<file path="src/rtl/bmw_pkg.sv">
package bmw_pkg;

    typedef enum logic [1:0] {
        SZ_BYTE = 2'b00,
        SZ_HALF = 2'b01,
        SZ_WORD = 2'b10,
        SZ_RSVD = 2'b11
    } size_e;

    typedef enum logic [2:0] {
        ST_IDLE,
        ST_LOAD,
        ST_WSTORE,
        ST_RMW_RD,
        ST_RMW_WR,
        ST_FAULT
    } state_e;

    localparam int LANE_W = 8;

endpackage

</file>
<file path="src/rtl/bmw_word_array.sv">
module bmw_word_array #(
    parameter int DEPTH = 32,
    parameter int WIDTH = 32,
    localparam int IDX_W = $clog2(DEPTH)
) (
    input  logic             clk,
    input  logic             we_i,
    input  logic [IDX_W-1:0] idx_i,
    input  logic [WIDTH-1:0] wdata_i,
    output logic [WIDTH-1:0] rdata_o
);

    logic [WIDTH-1:0] cells [DEPTH];

    always_ff @(posedge clk) begin
        if (we_i) begin
            cells[idx_i] <= wdata_i;
        end
    end

    assign rdata_o = cells[idx_i];

endmodule

</file>
<file path="src/rtl/bmw_lane_extract.sv">
module bmw_lane_extract
    import bmw_pkg::*;
#(
    parameter int WIDTH = 32
) (
    input  logic [WIDTH-1:0] word_i,
    input  logic [1:0]       off_i,
    input  size_e            size_i,
    input  logic             sgn_i,
    output logic [WIDTH-1:0] data_o
);

    localparam int HALF_W = 2 * LANE_W;

    logic [LANE_W-1:0] byte_v;
    logic [HALF_W-1:0] half_v;

    always_comb begin
        byte_v = word_i[LANE_W*off_i +: LANE_W];
        half_v = off_i[1] ? word_i[2*HALF_W-1:HALF_W] : word_i[HALF_W-1:0];
        unique case (size_i)
            SZ_BYTE: data_o = {{(WIDTH-LANE_W){sgn_i & byte_v[LANE_W-1]}}, byte_v};
            SZ_HALF: data_o = {{(WIDTH-HALF_W){sgn_i & half_v[HALF_W-1]}}, half_v};
            default: data_o = word_i;
        endcase
    end

endmodule

</file>
<file path="src/rtl/bmw_lane_merge.sv">
module bmw_lane_merge
    import bmw_pkg::*;
#(
    parameter int WIDTH = 32,
    localparam int LANES = WIDTH / LANE_W
) (
    input  logic [WIDTH-1:0] old_i,
    input  logic [WIDTH-1:0] new_i,
    input  logic [1:0]       off_i,
    input  size_e            size_i,
    output logic [WIDTH-1:0] merged_o
);

    for (genvar g = 0; g < LANES; g++) begin : g_lane
        localparam logic [1:0] LANE_ID = 2'(g);
        logic              hit;
        logic [LANE_W-1:0] src;

        assign hit = (size_i == SZ_BYTE) ? (off_i == LANE_ID) :
                     (size_i == SZ_HALF) ? (off_i[1] == LANE_ID[1]) : 1'b1;
        assign src = (size_i == SZ_BYTE) ? new_i[LANE_W-1:0] :
                     (size_i == SZ_HALF) ? new_i[LANE_W*(g%2) +: LANE_W] :
                                           new_i[LANE_W*g +: LANE_W];
        assign merged_o[LANE_W*g +: LANE_W] = hit ? src : old_i[LANE_W*g +: LANE_W];
    end

endmodule

</file>
<file path="src/rtl/byte_mem_wrap.sv">
module byte_mem_wrap
    import bmw_pkg::*;
#(
    parameter int DEPTH = 32,
    parameter int WIDTH = 32,
    localparam int IDX_W = $clog2(DEPTH),
    localparam int ADDR_W = IDX_W + 2
) (
    input  logic              clk,
    input  logic              rst_n,
    input  logic              req_valid,
    output logic              req_ready,
    input  logic              req_write,
    input  logic [ADDR_W-1:0] req_addr,
    input  logic [1:0]        req_size,
    input  logic              req_signed,
    input  logic [WIDTH-1:0]  req_wdata,
    output logic [WIDTH-1:0]  rsp_rdata,
    output logic              rsp_done,
    output logic              rsp_err
);

    state_e            state_q, state_d;
    logic              write_q;
    logic [ADDR_W-1:0] addr_q;
    size_e             size_q;
    logic              sgn_q;
    logic [WIDTH-1:0]  wdata_q;
    logic [WIDTH-1:0]  old_q;

    logic              accept;
    logic              misaligned;
    size_e             size_in;
    logic              mem_we;
    logic [WIDTH-1:0]  mem_wdata;
    logic [WIDTH-1:0]  mem_rdata;
    logic [WIDTH-1:0]  load_val;
    logic [WIDTH-1:0]  merged;

    assign size_in = size_e'(req_size);
    assign accept  = req_valid && (state_q == ST_IDLE);

    always_comb begin
        unique case (size_in)
            SZ_BYTE: misaligned = 1'b0;
            SZ_HALF: misaligned = req_addr[0];
            SZ_WORD: misaligned = |req_addr[1:0];
            default: misaligned = 1'b1;
        endcase
    end

    // state register and request capture
    always_ff @(posedge clk or negedge rst_n) begin
        if (!rst_n) begin
            state_q <= ST_IDLE;
            write_q <= 1'b0;
            addr_q  <= '0;
            size_q  <= SZ_BYTE;
            sgn_q   <= 1'b0;
            wdata_q <= '0;
            old_q   <= '0;
        end else begin
            state_q <= state_d;
            if (accept) begin
                write_q <= req_write;
                addr_q  <= req_addr;
                size_q  <= size_in;
                sgn_q   <= req_signed;
                wdata_q <= req_wdata;
            end
            if (state_q == ST_RMW_RD) begin
                old_q <= mem_rdata;
            end
        end
    end

    // next-state logic
    always_comb begin
        state_d = state_q;
        unique case (state_q)
            ST_IDLE: begin
                if (req_valid) begin
                    if (misaligned)             state_d = ST_FAULT;
                    else if (!req_write)        state_d = ST_LOAD;
                    else if (size_in == SZ_WORD) state_d = ST_WSTORE;
                    else                        state_d = ST_RMW_RD;
                end
            end
            ST_RMW_RD: state_d = ST_RMW_WR;
            ST_LOAD,
            ST_WSTORE,
            ST_RMW_WR,
            ST_FAULT:  state_d = ST_IDLE;
            default:   state_d = ST_IDLE;
        endcase
    end

    // outputs
    always_comb begin
        req_ready = (state_q == ST_IDLE);
        rsp_done  = (state_q == ST_LOAD) || (state_q == ST_WSTORE) ||
                    (state_q == ST_RMW_WR) || (state_q == ST_FAULT);
        rsp_err   = (state_q == ST_FAULT);
        rsp_rdata = (state_q == ST_LOAD && !write_q) ? load_val : '0;
        mem_we    = (state_q == ST_WSTORE) || (state_q == ST_RMW_WR);
        mem_wdata = (state_q == ST_WSTORE) ? wdata_q : merged;
    end

    bmw_word_array #(
        .DEPTH (DEPTH),
        .WIDTH (WIDTH)
    ) u_array (
        .clk     (clk),
        .we_i    (mem_we),
        .idx_i   (addr_q[ADDR_W-1:2]),
        .wdata_i (mem_wdata),
        .rdata_o (mem_rdata)
    );

    bmw_lane_extract #(
        .WIDTH (WIDTH)
    ) u_extract (
        .word_i (mem_rdata),
        .off_i  (addr_q[1:0]),
        .size_i (size_q),
        .sgn_i  (sgn_q),
        .data_o (load_val)
    );

    bmw_lane_merge #(
        .WIDTH (WIDTH)
    ) u_merge (
        .old_i    (old_q),
        .new_i    (wdata_q),
        .off_i    (addr_q[1:0]),
        .size_i   (size_q),
        .merged_o (merged)
    );

endmodule

</file>
<file path="config.mk">
export PLATFORM = sky130hd
export DESIGN_NAME = byte_mem_wrap
export DESIGN_NICKNAME = d
export VERILOG_FILES = /design/src/rtl/bmw_pkg.sv /design/src/rtl/bmw_word_array.sv /design/src/rtl/bmw_lane_extract.sv /design/src/rtl/bmw_lane_merge.sv /design/src/rtl/byte_mem_wrap.sv
export SDC_FILE = /design/constraint.sdc
export NUM_CORES = 1
export LEC_CHECK = 0
export BUFFER_PORTS_ARGS = -buffer_cell sky130_fd_sc_hd__buf_2
export CORE_MARGIN = 3
export CORE_UTILIZATION = 54
export CTS_CLUSTER_DIAMETER = 200
export DETAILED_ROUTE_END_ITERATION = 12
export GPL_TIMING_DRIVEN = 0
export PLACE_DENSITY_LB_ADDON = 0.15
export REMOVE_ABC_BUFFERS = 1
export SYNTH_ARGS = -nofsm -noshare
export SYNTH_HDL_FRONTEND = slang
export SYNTH_SLANG_ARGS = --single-unit
</file>
<file path="constraint.sdc">
create_clock -name clk -period 6.5 [get_ports clk]
set_clock_uncertainty 0.05 [all_clocks]
set_input_delay 1.95 -clock clk [delete_from_list [all_inputs] [get_ports clk]]
set_output_delay 1.95 -clock clk [all_outputs]
set_load 0.005 [all_outputs]
</file>
==> results.ini <==
[logic_synthesis]
ys_async_sr_fraction_pct=7.078
synth_ff_type=edfxtp_1
yosysSeqAreaShare_pct=75.88
synth_edf_count=1024
postSynthAreaPerCell_um2=19.81
yosysUniqueCellTypes=54
ys_ff_latch=1102
netlist_instances=2176
synth_area_mm2=0.04310
ys_warn_count=0

[sta]
finalCriticalPeriod_ns=6.351
hold_slack_ns=0.4318
final_hold_viol_count=0
finalSetupViolCount=0
fin_crit_sh_pct=97.71
slew_headroom_pct=0.2816
worst_pin_slew_ns=1.496
rsz0062_at_grt=false
max_freq_mhz=157.5
drv_slew=0

[run_status]
status=completed

[clock_tree]
cts_made_buffers=107
clk_path_buf_depth=3
root_buffer=clkbuf_16
htreeDepth=3
cts-hold-fix-buffers=0
cts.sinks=1102
insertion_delay_ns=0.69
clkTransAtPathRegs_ns=0.07
cts_tree=built

[placed_design]
dp_hpwl_um=75030
portBuffers=80
gp_congestion=0.8705
dp_cells=3273

[routing]
dr_total_vias=23890
totalWireLength_um=120600
routedWlPerCell_um=34.49
drt_iter0_drc=3564
vias_per_cell=6.835
dr.pass1.iters=6
ant_nets=0
drc=0

[floorplan]
die_x_um=288.5
fp-row-count=102
dieHeight_um=288.5
core_area_mm2=0.07823
die-area_mm2=0.08324
num_io_pins=81
start_util_pct=55.09

[setup_path]
reg2reg_from=addr_q[1]
cpPeakStageDelay_ns=0.69
crit_path_max_fanout=63
crit_path_start_kind=flop
slowest_stage=dfrtp_4
regToRegEndpoint=u_array.cells[11][7]
setup.worst_path.class=reg2out
critPathCaptureType=primary output
r2r_cells=5
r2r_setup_slack_ns=1.68
worstPathRequired_ns=4.50
cp.arrival_ns=4.35
worstPathCellList=buf_16 -> or4bb_1 -> o22ai_1 -> or4_4 -> or2_4 -> o311a_4 -> a31oi_4 -> buf_12 -> a21oi_1 -> buf_2

[layout]
area_growth_pct=17.30
fillers=5142
final_cell_mix=edfxtp_1, mux4_2, nand2_1
drive_above_1_share_pct=28.93
layout_commonest_cell=edfxtp_1
finalNonFillerCells=3495
nets=2406

[power]
ir_drop_mv=0.3074
p_per_area_mw_per_mm2=451.2
p_leak_uw=0.01669

[hold_path]
min_path_type=reg2reg
min_path_cells=2
min_from=wdata_q[28]
hold_end=wdata_q[28]

[global_route]
grt_overflow_total=0
grt_pass1_vias=23020
grt_pass1_wl_um=169400
antenna_found_initial=2
grt_max_degree=64
grt_usage_pct=29.17

[job]
cap_violations=0

==> critical path, delay by kind of cell (launching register included) <==
kind,cells,cell delay (ns)
AND/OR/NAND/NOR,3,1.23
flip-flops,1,0.69
buffers and inverters,3,0.72
AO/OA/AOI/OAI,4,0.88
==> layout make-up <==
class,count,area (um^2),share of cell area (%)
Clock buffer,138,2844,5.625
Timing Repair Buffer,193,2872,5.680
Clock inverter,65,665.6,1.317
Inverter,5,18.77,0.03712
Antenna cell,1,2.502,0.004950
Multi-Input combinational cell,951,10140,20.05
Sequential cell,1102,32710,64.71
Tap cell,1040,1301,2.574
==> report_power, final <==
group / switching [uW] / internal (uW)
combinational: 4220 / 2480
clock: 2650 / 3540
sequential: 395 / 9520
==> cell usage after synthesis, types with 4 or more instances <==
library cell,n,area share (%)
dfrtp_1,78,4.5
nor4_1,6,0.087
a221oi_2,5,0.17
nand4b_1,5,0.10
a21oi_1,38,0.44
nor2_1,69,0.60
nand3_1,9,0.10
nand2_1,184,1.6
clkbuf_1,64,0.56
and3_1,23,0.33
mux4_2,224,12
edfxtp_1,1024,71
mux2_2,27,0.71
a21oi_2,10,0.20
buf_2,16,0.19
o22ai_1,40,0.58
o21ai_0,44,0.51
a31oi_1,4,0.058
buf_6,20,0.52
and4_1,7,0.14
inv_1,5,0.044
or4_1,5,0.087
a22oi_1,81,1.4
or4bb_1,4,0.10
a22o_1,20,0.41
o22a_1,7,0.14
mux2i_1,71,1.6
or4b_1,4,0.093
nor3_1,6,0.070
buf_1,4,0.035
buf_4,13,0.23
a221oi_1,21,0.43
==> how the worst max path moves through the flow <==
stage | start | end | slack, ns
2_1_floorplan | addr_q[2] | u_array.cells[31][0] | -7.97
3_3_place_gp | addr_q[2] | u_array.cells[3][21] | -16.14
3_5_place_dp | addr_q[2] | rsp_rdata[18] | -0.38
4_1_cts | addr_q[2] | rsp_rdata[16] | -0.01
5_1_grt | addr_q[2] | rsp_rdata[1] | 0.05
6_report | addr_q[3] | rsp_rdata[16] | 0.15
==> layer usage <==
layer	part of all wire, %	GRT usage, %
met3	12	7.822
met2	45	42.21
met1	40	44.30
met5	0.025	0
met4	3.1	8.371
==> state kept, by name, indices dropped and copies added (netlist names) <==
register and count:
size_q 2, write_q 1, sgn_q 1, u_array.cells 1024, state_q 3, old_q 32
wdata_q 32, addr_q 7
==> metrics by stage <==
step | util [%] | TNS (ns) | power [uW] | setup WS, ns | area, um^2
2_1_floorplan | - | -7135.63 | 14300 | -7.974 | 42430
3_3_place_gp | 56.41 | - | 16100 | -16.14 | 44130
3_5_place_dp | 59.61 | -2.286 | 16330 | -0.3818 | 46640
4_1_cts | 64.41 | -0.01963 | 22630 | -0.01112 | 50390
5_1_grt | 64.62 | 0 | 23540 | 0.05143 | 50550
6_report | 64.62 | 0 | 22810 | 0.1489 | 50560
==> cell families (layout without fill, tap and decap cells) <==
| group | Yosys count | count (layout) | share of synthesized area, % |
|---|---|---|---|
| flip-flops | 1102 | 1102 | 75.88 |
| AND/OR/NAND/NOR | 352 | 352 | 3.890 |
| multiplexers | 322 | 322 | 14.06 |
| AO/OA/AOI/OAI | 275 | 275 | 4.529 |
| buffers and inverters | 123 | 401 | 1.605 |
| XOR/XNOR | 2 | 2 | 0.04065 |
| other | 0 | 1 | 0 |
==> what timing repair did <==
item,in CTS,in global routing
cloned,5,3
setup buffers,3,7
gates resized for setup,13,7
pin swaps,1,1
setup endpoints to repair,30,20
(Power assumes the default switching activity.)
